[config.mk]
export PLATFORM = sky130hd
export DESIGN_NAME = pai_encoder
export DESIGN_NICKNAME = d
export VERILOG_FILES = /design/src/rtl/pai_pkg.sv /design/src/rtl/pai_evt_counter.sv /design/src/rtl/pai_grant_decode.sv /design/src/rtl/pai_duty_gen.sv /design/src/rtl/pai_encoder.sv
export SDC_FILE = /design/constraint.sdc
export NUM_CORES = 1
export LEC_CHECK = 0
export ABC_AREA = 1
export BUFFER_PORTS_ARGS = -buffer_cell sky130_fd_sc_hd__buf_2
export CORE_MARGIN = 2
export CORE_UTILIZATION = 25
export CTS_BUF_LIST = sky130_fd_sc_hd__clkbuf_8
export DETAILED_ROUTE_END_ITERATION = 10
export HOLD_SLACK_MARGIN = 0.1
export PLACE_DENSITY = 0.42
export SETUP_SLACK_MARGIN = 0.2
export SLEW_MARGIN = 20
export SYNTH_ARGS = -nofsm -noshare
export SYNTH_HDL_FRONTEND = slang
export SYNTH_SLANG_ARGS = --single-unit
[constraint.sdc]
create_clock -name clk -period 1.4 [get_ports clk]
set_input_delay 0 -clock clk [delete_from_list [all_inputs] [get_ports clk]]
set_output_delay 0 -clock clk [all_outputs]
set_load 0.03 [all_outputs]
[src/rtl/pai_pkg.sv]
package pai_pkg;

    // Granted power level, ordered by increasing allocation
    typedef enum logic [1:0] {
        GR_STD  = 2'd0,   // one classification cycle or fewer
        GR_MID  = 2'd1,   // 25.5 W
        GR_HIGH = 2'd2,   // 40 W / 51 W
        GR_VHP  = 2'd3    // vendor high-power identification
    } grant_e;

    typedef enum logic [1:0] {
        ST_CLASSIFY = 2'd0,
        ST_WAIT_SS  = 2'd1,
        ST_ACTIVE   = 2'd2,
        ST_FLOAT    = 2'd3
    } state_e;

endpackage

[src/rtl/pai_evt_counter.sv]
module pai_evt_counter #(
    parameter int MAX_EVT = 4,
    parameter int CW      = $clog2(MAX_EVT + 1)
) (
    input  logic          clk,
    input  logic          rst_n,
    input  logic          count_en,
    input  logic          evt,
    output logic [CW-1:0] cnt
);
    localparam logic [CW-1:0] CNT_MAX = CW'(MAX_EVT);

    always_ff @(posedge clk or negedge rst_n) begin
        if (!rst_n) begin
            cnt <= '0;
        end else if (count_en && evt && (cnt != CNT_MAX)) begin
            cnt <= cnt + 1'b1;
        end
    end
endmodule

[src/rtl/pai_grant_decode.sv]
module pai_grant_decode
    import pai_pkg::*;
#(
    parameter int CW       = 3,
    parameter int FULL_CYC = 4,
    parameter int MID_CYC  = 2
) (
    input  logic [CW-1:0] cnt,
    input  logic [2:0]    req_class,
    input  logic          vhp_id,
    output grant_e        grant
);
    localparam logic [CW-1:0] FULL_N = CW'(FULL_CYC);
    localparam logic [CW-1:0] MID_N  = CW'(MID_CYC);

    logic wants_top;   // class 5 or 6
    logic wants_mid;   // class 4 and above

    always_comb begin
        wants_top = (req_class == 3'd5) || (req_class == 3'd6);
        wants_mid = (req_class >= 3'd4);
        if (vhp_id && wants_top) begin
            grant = GR_VHP;
        end else if (wants_top && (cnt >= FULL_N)) begin
            grant = GR_HIGH;
        end else if (wants_mid && (cnt >= MID_N)) begin
            grant = GR_MID;
        end else begin
            grant = GR_STD;
        end
    end
endmodule

[src/rtl/pai_duty_gen.sv]
module pai_duty_gen
    import pai_pkg::*;
#(
    parameter int PERIOD = 1024,
    parameter int PW     = $clog2(PERIOD)
) (
    input  logic   clk,
    input  logic   rst_n,
    input  logic   run,
    input  grant_e grant,
    output logic   level
);
    localparam logic [PW-1:0] LAST   = PW'(PERIOD - 1);
    localparam logic [PW-1:0] Q_LOW  = PW'(PERIOD / 4);
    localparam logic [PW-1:0] H_LOW  = PW'(PERIOD / 2);

    logic [PW-1:0] phase;

    always_ff @(posedge clk or negedge rst_n) begin
        if (!rst_n) begin
            phase <= '0;
        end else if (!run) begin
            phase <= '0;
        end else if (phase == LAST) begin
            phase <= '0;
        end else begin
            phase <= phase + 1'b1;
        end
    end

    always_comb begin
        unique case (grant)
            GR_STD:  level = 1'b1;
            GR_MID:  level = 1'b0;
            GR_HIGH: level = (phase >= Q_LOW);
            GR_VHP:  level = (phase >= H_LOW);
            default: level = 1'b1;
        endcase
    end
endmodule

[src/rtl/pai_encoder.sv]
module pai_encoder
    import pai_pkg::*;
#(
    parameter int MAX_EVT = 4,
    parameter int PERIOD  = 1024
) (
    input  logic       clk,
    input  logic       rst_n,
    input  logic       cls_evt,
    input  logic       cls_done,
    input  logic [2:0] req_class,
    input  logic       vhp_id,
    input  logic       bt_id,
    input  logic       par_sel,
    input  logic       ss_done,
    input  logic       fault,
    output logic       hi_ind,
    output logic       hi_oe,
    output logic       lo_ind,
    output logic       lo_oe,
    output logic       bt_ind,
    output logic       bt_oe
);
    localparam int CW = $clog2(MAX_EVT + 1);

    state_e        state_q, state_d;
    grant_e        grant_q, grant_w;
    logic          bt_q;
    logic [CW-1:0] evt_cnt;
    logic          count_en;
    logic          active;
    logic          ser_lvl;

    assign count_en = (state_q == ST_CLASSIFY) && !cls_done;
    assign active   = (state_q == ST_ACTIVE);

    pai_evt_counter #(.MAX_EVT(MAX_EVT), .CW(CW)) u_cnt (
        .clk      (clk),
        .rst_n    (rst_n),
        .count_en (count_en),
        .evt      (cls_evt),
        .cnt      (evt_cnt)
    );

    pai_grant_decode #(.CW(CW), .FULL_CYC(MAX_EVT), .MID_CYC(2)) u_dec (
        .cnt       (evt_cnt),
        .req_class (req_class),
        .vhp_id    (vhp_id),
        .grant     (grant_w)
    );

    pai_duty_gen #(.PERIOD(PERIOD)) u_duty (
        .clk   (clk),
        .rst_n (rst_n),
        .run   (active),
        .grant (grant_q),
        .level (ser_lvl)
    );

    // State register and held grant
    always_ff @(posedge clk or negedge rst_n) begin
        if (!rst_n) begin
            state_q <= ST_CLASSIFY;
            grant_q <= GR_STD;
            bt_q    <= 1'b0;
        end else begin
            state_q <= state_d;
            if ((state_q == ST_CLASSIFY) && cls_done) begin
                grant_q <= grant_w;
                bt_q    <= bt_id;
            end
        end
    end

    // Next-state logic
    always_comb begin
        state_d = state_q;
        unique case (state_q)
            ST_CLASSIFY: if (cls_done)              state_d = ST_WAIT_SS;
            ST_WAIT_SS:  if (ss_done && !fault)     state_d = ST_ACTIVE;
            ST_ACTIVE:   if (fault || !ss_done)     state_d = ST_FLOAT;
            ST_FLOAT:    if (!ss_done && !fault)    state_d = ST_WAIT_SS;
            default:                                state_d = ST_CLASSIFY;
        endcase
    end

    // Pin outputs
    always_comb begin
        hi_oe  = active && par_sel;
        lo_oe  = active;
        bt_oe  = active;
        hi_ind = hi_oe && !((grant_q == GR_HIGH) || (grant_q == GR_VHP));
        lo_ind = active && (par_sel ? (grant_q != GR_MID) : ser_lvl);
        bt_ind = active && bt_q;
    end
endmodule

# Yosys cells after proc, flatten, opt, wreduce, memory -nomap -nowiden
# Index checks and enable logic that the tools add are counted.
# totals
regBits	18
latch_bits	0
ram_bits	0
mem_bits_ro	0
out_inout_bits	6
n_memories	0
# op_classes
add_sub_neg	2
mul	0
div_mod_pow	0
order_cmp	5
eq_ne	15
shifts	0
muxes	12
n_bitwise	0
reduce_logical	23
# op_table
operator	count
2-to-1 mux 10 bit	2
logical AND 1 bit	13
2-to-1 mux 2 bit	6
adder 10 x 1 -> 10 bit (second input constant)	1
equality test 10 bit (second input constant)	1
greater-or-equal comparator 10 bit (second input constant)	1
greater-or-equal comparator 10 x 9 -> 1 bit (second input constant)	1
equality test 2 bit (second input constant)	4
one-hot mux 2 bit (4 select lines)	1
equality test 3 bit (second input constant)	2
greater-or-equal comparator 3 bit (second input constant)	2
!= test 2 bit (second input constant)	3
equality test 2 x 1 -> 1 bit (second input constant)	2
logical NOT 1 bit	4
logical NOT 2 bit	2
!= test 2 x 1 -> 1 bit (second input constant)	2
one-hot mux 1 bit (4 select lines)	1
AND reduction 4 bit	1
adder 3 x 1 -> 3 bit (second input constant)	1
greater-or-equal comparator 3 x 2 -> 1 bit (second input constant)	1
logical OR 1 bit	3
!= test 3 bit (second input constant)	1
2-to-1 mux 1 bit	2

# Depth between registers and ports, before layout
# depth
depth_word	5
mapped_depth	7
depth_no_buf	7

# By module
# A second synthesis with hierarchy kept.
# unflattened
hier_cells	146
area_unflattened_um2	1154.9
# modules_own_cells
mod	n_inst	cells_per_inst	area_per_inst_um2
pai_duty_gen	1	67	549.3
pai_encoder	1	44	366.6
pai_evt_counter	1	25	183.9
pai_grant_decode	1	10	55.1

# Worst setup path after synthesis
# No wires, ideal clock.
# synth_timing
path_type	register to output
start	register state_q[0]
end	output port lo_ind
arrival_time_ns	1.530
path_slack_ns	-0.130
path_stages_with_launch	5
n_path_buf	0
cell_sequence	dfrtp_1 -> inv_1 -> ha_1 -> inv_2 -> a21oi_1
# synth_between
elab_chain_len	2
# synth_rtl
item	line	text
from (decl)	pai_encoder.sv:26	state_e state_q, state_d;
from (signal assigned)	pai_encoder.sv:67	state_q <= state_d;
equality test 2 bit	pai_encoder.sv:35	assign active = (state_q == ST_ACTIVE);
net bt_oe	pai_encoder.sv:22	output logic bt_oe
logical AND 1 bit	pai_encoder.sv:93	lo_ind = active && (par_sel ? (grant_q != GR_MID) : ser_lvl);
to (decl)	pai_encoder.sv:19	output logic lo_ind,
# The timed path passes the listed nets, and every way through them passes these cells.

# Worst setup path in the final report
# layout_timing
start	register state_q[0]
end	output port lo_ind
# layout_between
elab_chain_len	2
# layout_rtl
item	line
equality test 2 bit	pai_encoder.sv:35
logical AND 1 bit	pai_encoder.sv:93
# Every way passes these cells.

==> metrics.cfg <==
[outcome]
status=finished clean

[die]
die_w_um=68.4
die_height_um=68.4
io_pins=18
die_area_um2=4680
core_um2=4000
rows=23
start_util_pct=25.9

[yosys]
avgSynthCellArea_um2=7.85
yosysWarnings=0
synth_cells=132
ys_seq_area_share_pct=43.5
ys_types=22
syn_nets=152
ys_seq_elements=18
synth_area_um2=1040

[worst_setup_path]
crit_chain=inv_2 -> ha_4 -> inv_2 -> buf_6 -> a21oi_4 -> buf_6
path_buf_inv=4
max_stage_delay_ns=0.39
critPathLaunchType=flop
crit_type=reg -> out
crit_fanout=4
cp_top_family=flip-flops
cp.required_ns=1.40
crit_slowest_cell=dfrtp_1
cp.arrival_ns=1.28
end_kind=output pin

[clocking]
root_buffer=clkbuf_8
cts_sinks=18
htree_levels=1
clkTransAtPathRegs_ns=0.07
clock_path_buffers=2
cts_buffers=3
cts_tree=built
worstSkewPairLatency_ns=0.25

[power]
ir_worst_vdd_mv=0.690
p_leak_nw=0.736
power_density_nw_per_um2=1650

[timing]
skew_ns=0.00366
min_period_ns=1.28
maxSlewViolCount=0
finalHoldViolations=0
setup_tns_ns=0
fmax_ghz=0.781
setup-violations-final=0
rsz0062_at_grt=true
relSlewSlack_pct=72.5
tightest_slew_ns=0.413
finalCritPeriodShare_pct=91.4

[min_path]
hp-class=in -> reg

[routing]
via_count=912
wl_per_cell_um=9.85
drc=0
drtIter0Drc=23
first_pass_iters=3
routed_via_density=4.18
finalWirelength_um=2150
ant_nets=0

[layout]
fin_nets=189
postLayoutCellArea_um2=1480
final_layout_size_suffix_gt1_share_pct=34.5
final_cell_mix=nand2_1 (34), inv_1 (18), dfrtp_1 (17)
n_antenna_cell=0
final_common_cell=nand2_1
area_growth_pct=43.2

[grt]
grt_pass1_vias=936
overflow=0
grt_util_all_layers_pct=11.5
grt_pass1_wl_um=3970
top_usage_layer=met2
grt_max_degree=19
grtUsageMet2_pct=20.9
grt_antenna_before_repair=0
grt_util_met3_pct=3.29
use_met1_pct=13.1

[placed_design]
dp_hpwl_um=1610
place_area_um2=1220
io_buffers=17
gp_congestion=0.739

[run]
maxCapViolCount=0

-- registers in the layout, summed over array words and instances, names as in the netlist --
name and cells:
u_cnt.cnt 3, state_q 2, u_duty.phase 10, bt_q 1, grant_q 2
-- area by class of cell --
type,count,area [µm²]
well taps,50,62.6
fillers,422,2520
inverters,21,78.8
multi-input cells,92,582
repair buffers,33,254
flip-flops and latches,18,452
clock buffers,4,55.1
-- kinds of logic after synthesis --
group / share of synthesized area [%]
simple gates: 28.1
buf+inv: 8.33
flops: 43.5
compound gates: 5.31
fa+ha+maj: 9.66
xor+xnor: 5.07
-- synth_stat cells (all sizes together) --
master / instances / share of area, %
a21oi: 1 / 0.48
and2: 1 / 0.60
buf: 1 / 0.72
dfrtp: 18 / 43
ha: 8 / 9.7
inv: 21 / 7.6
nand2: 41 / 15
nand3: 2 / 1.4
nand4: 4 / 2.4
nor2: 19 / 7.9
nor3: 1 / 0.48
o21a: 1 / 0.72
o21ai: 7 / 3.4
o21bai: 1 / 0.72
xnor2: 2 / 1.7
xor2: 4 / 3.4
-- routing by layer --
layer  up-vias  share of wire [%]
met3         2                4.0
met4         0               0.70
li1        475                  -
met1       422                 43
met2        13                 52
met5         -                  0
-- repair_timing --
item,CTS,global route
hold buffers,3,0
hold endpoints to repair,20,0
setup buffers,5,5
endpoints found under the setup margin,14,24
gates resized for setup,14,22
pin swaps,4,8
-- through the flow --
stage	hold slack [ns]	utilization (%)	power (mW)	worst slack, ns	instances
CTS	0.125	34.4	2.25	0.0984	213
global route	0.173	37.1	2.68	0.0320	218
floorplan	-0.296	-	1.39	0.207	132
global placement	-0.0297	30.4	1.64	0.138	201
finish	0.130	37.1	2.45	0.120	218
detailed placement	-0.0332	30.4	1.65	0.111	201
-- worst min-delay path, cell delays in order --
cell and delay [ns]:
buf_2 0.09, nand4_1 0.10, nand2_1 0.06, nand2_1 0.05
nand2_1 0.04
-- worst paths after layout --
path	start	end	slack, ns	cells after the start
max in group asynchronous	rst_n	state_q[1]	0.87	2
hold / removal	vhp_id	grant_q[0]	0.13	5
setup / recovery	state_q[0]	lo_ind	0.12	6
min in group asynchronous	rst_n	u_duty.phase[5]	0.22	2
hold reg to reg	bt_q	bt_q	0.48	2
setup reg to reg	state_q[1]	u_cnt.cnt[2]	0.13	6
-- power by group --
group          internal (mW)  switching, mW  leakage [nW]
combinational          0.600          0.672         0.472
clock                  0.250          0.173        0.0288
sequential             0.657          0.103         0.236
Power figures use the tool's default switching activity.
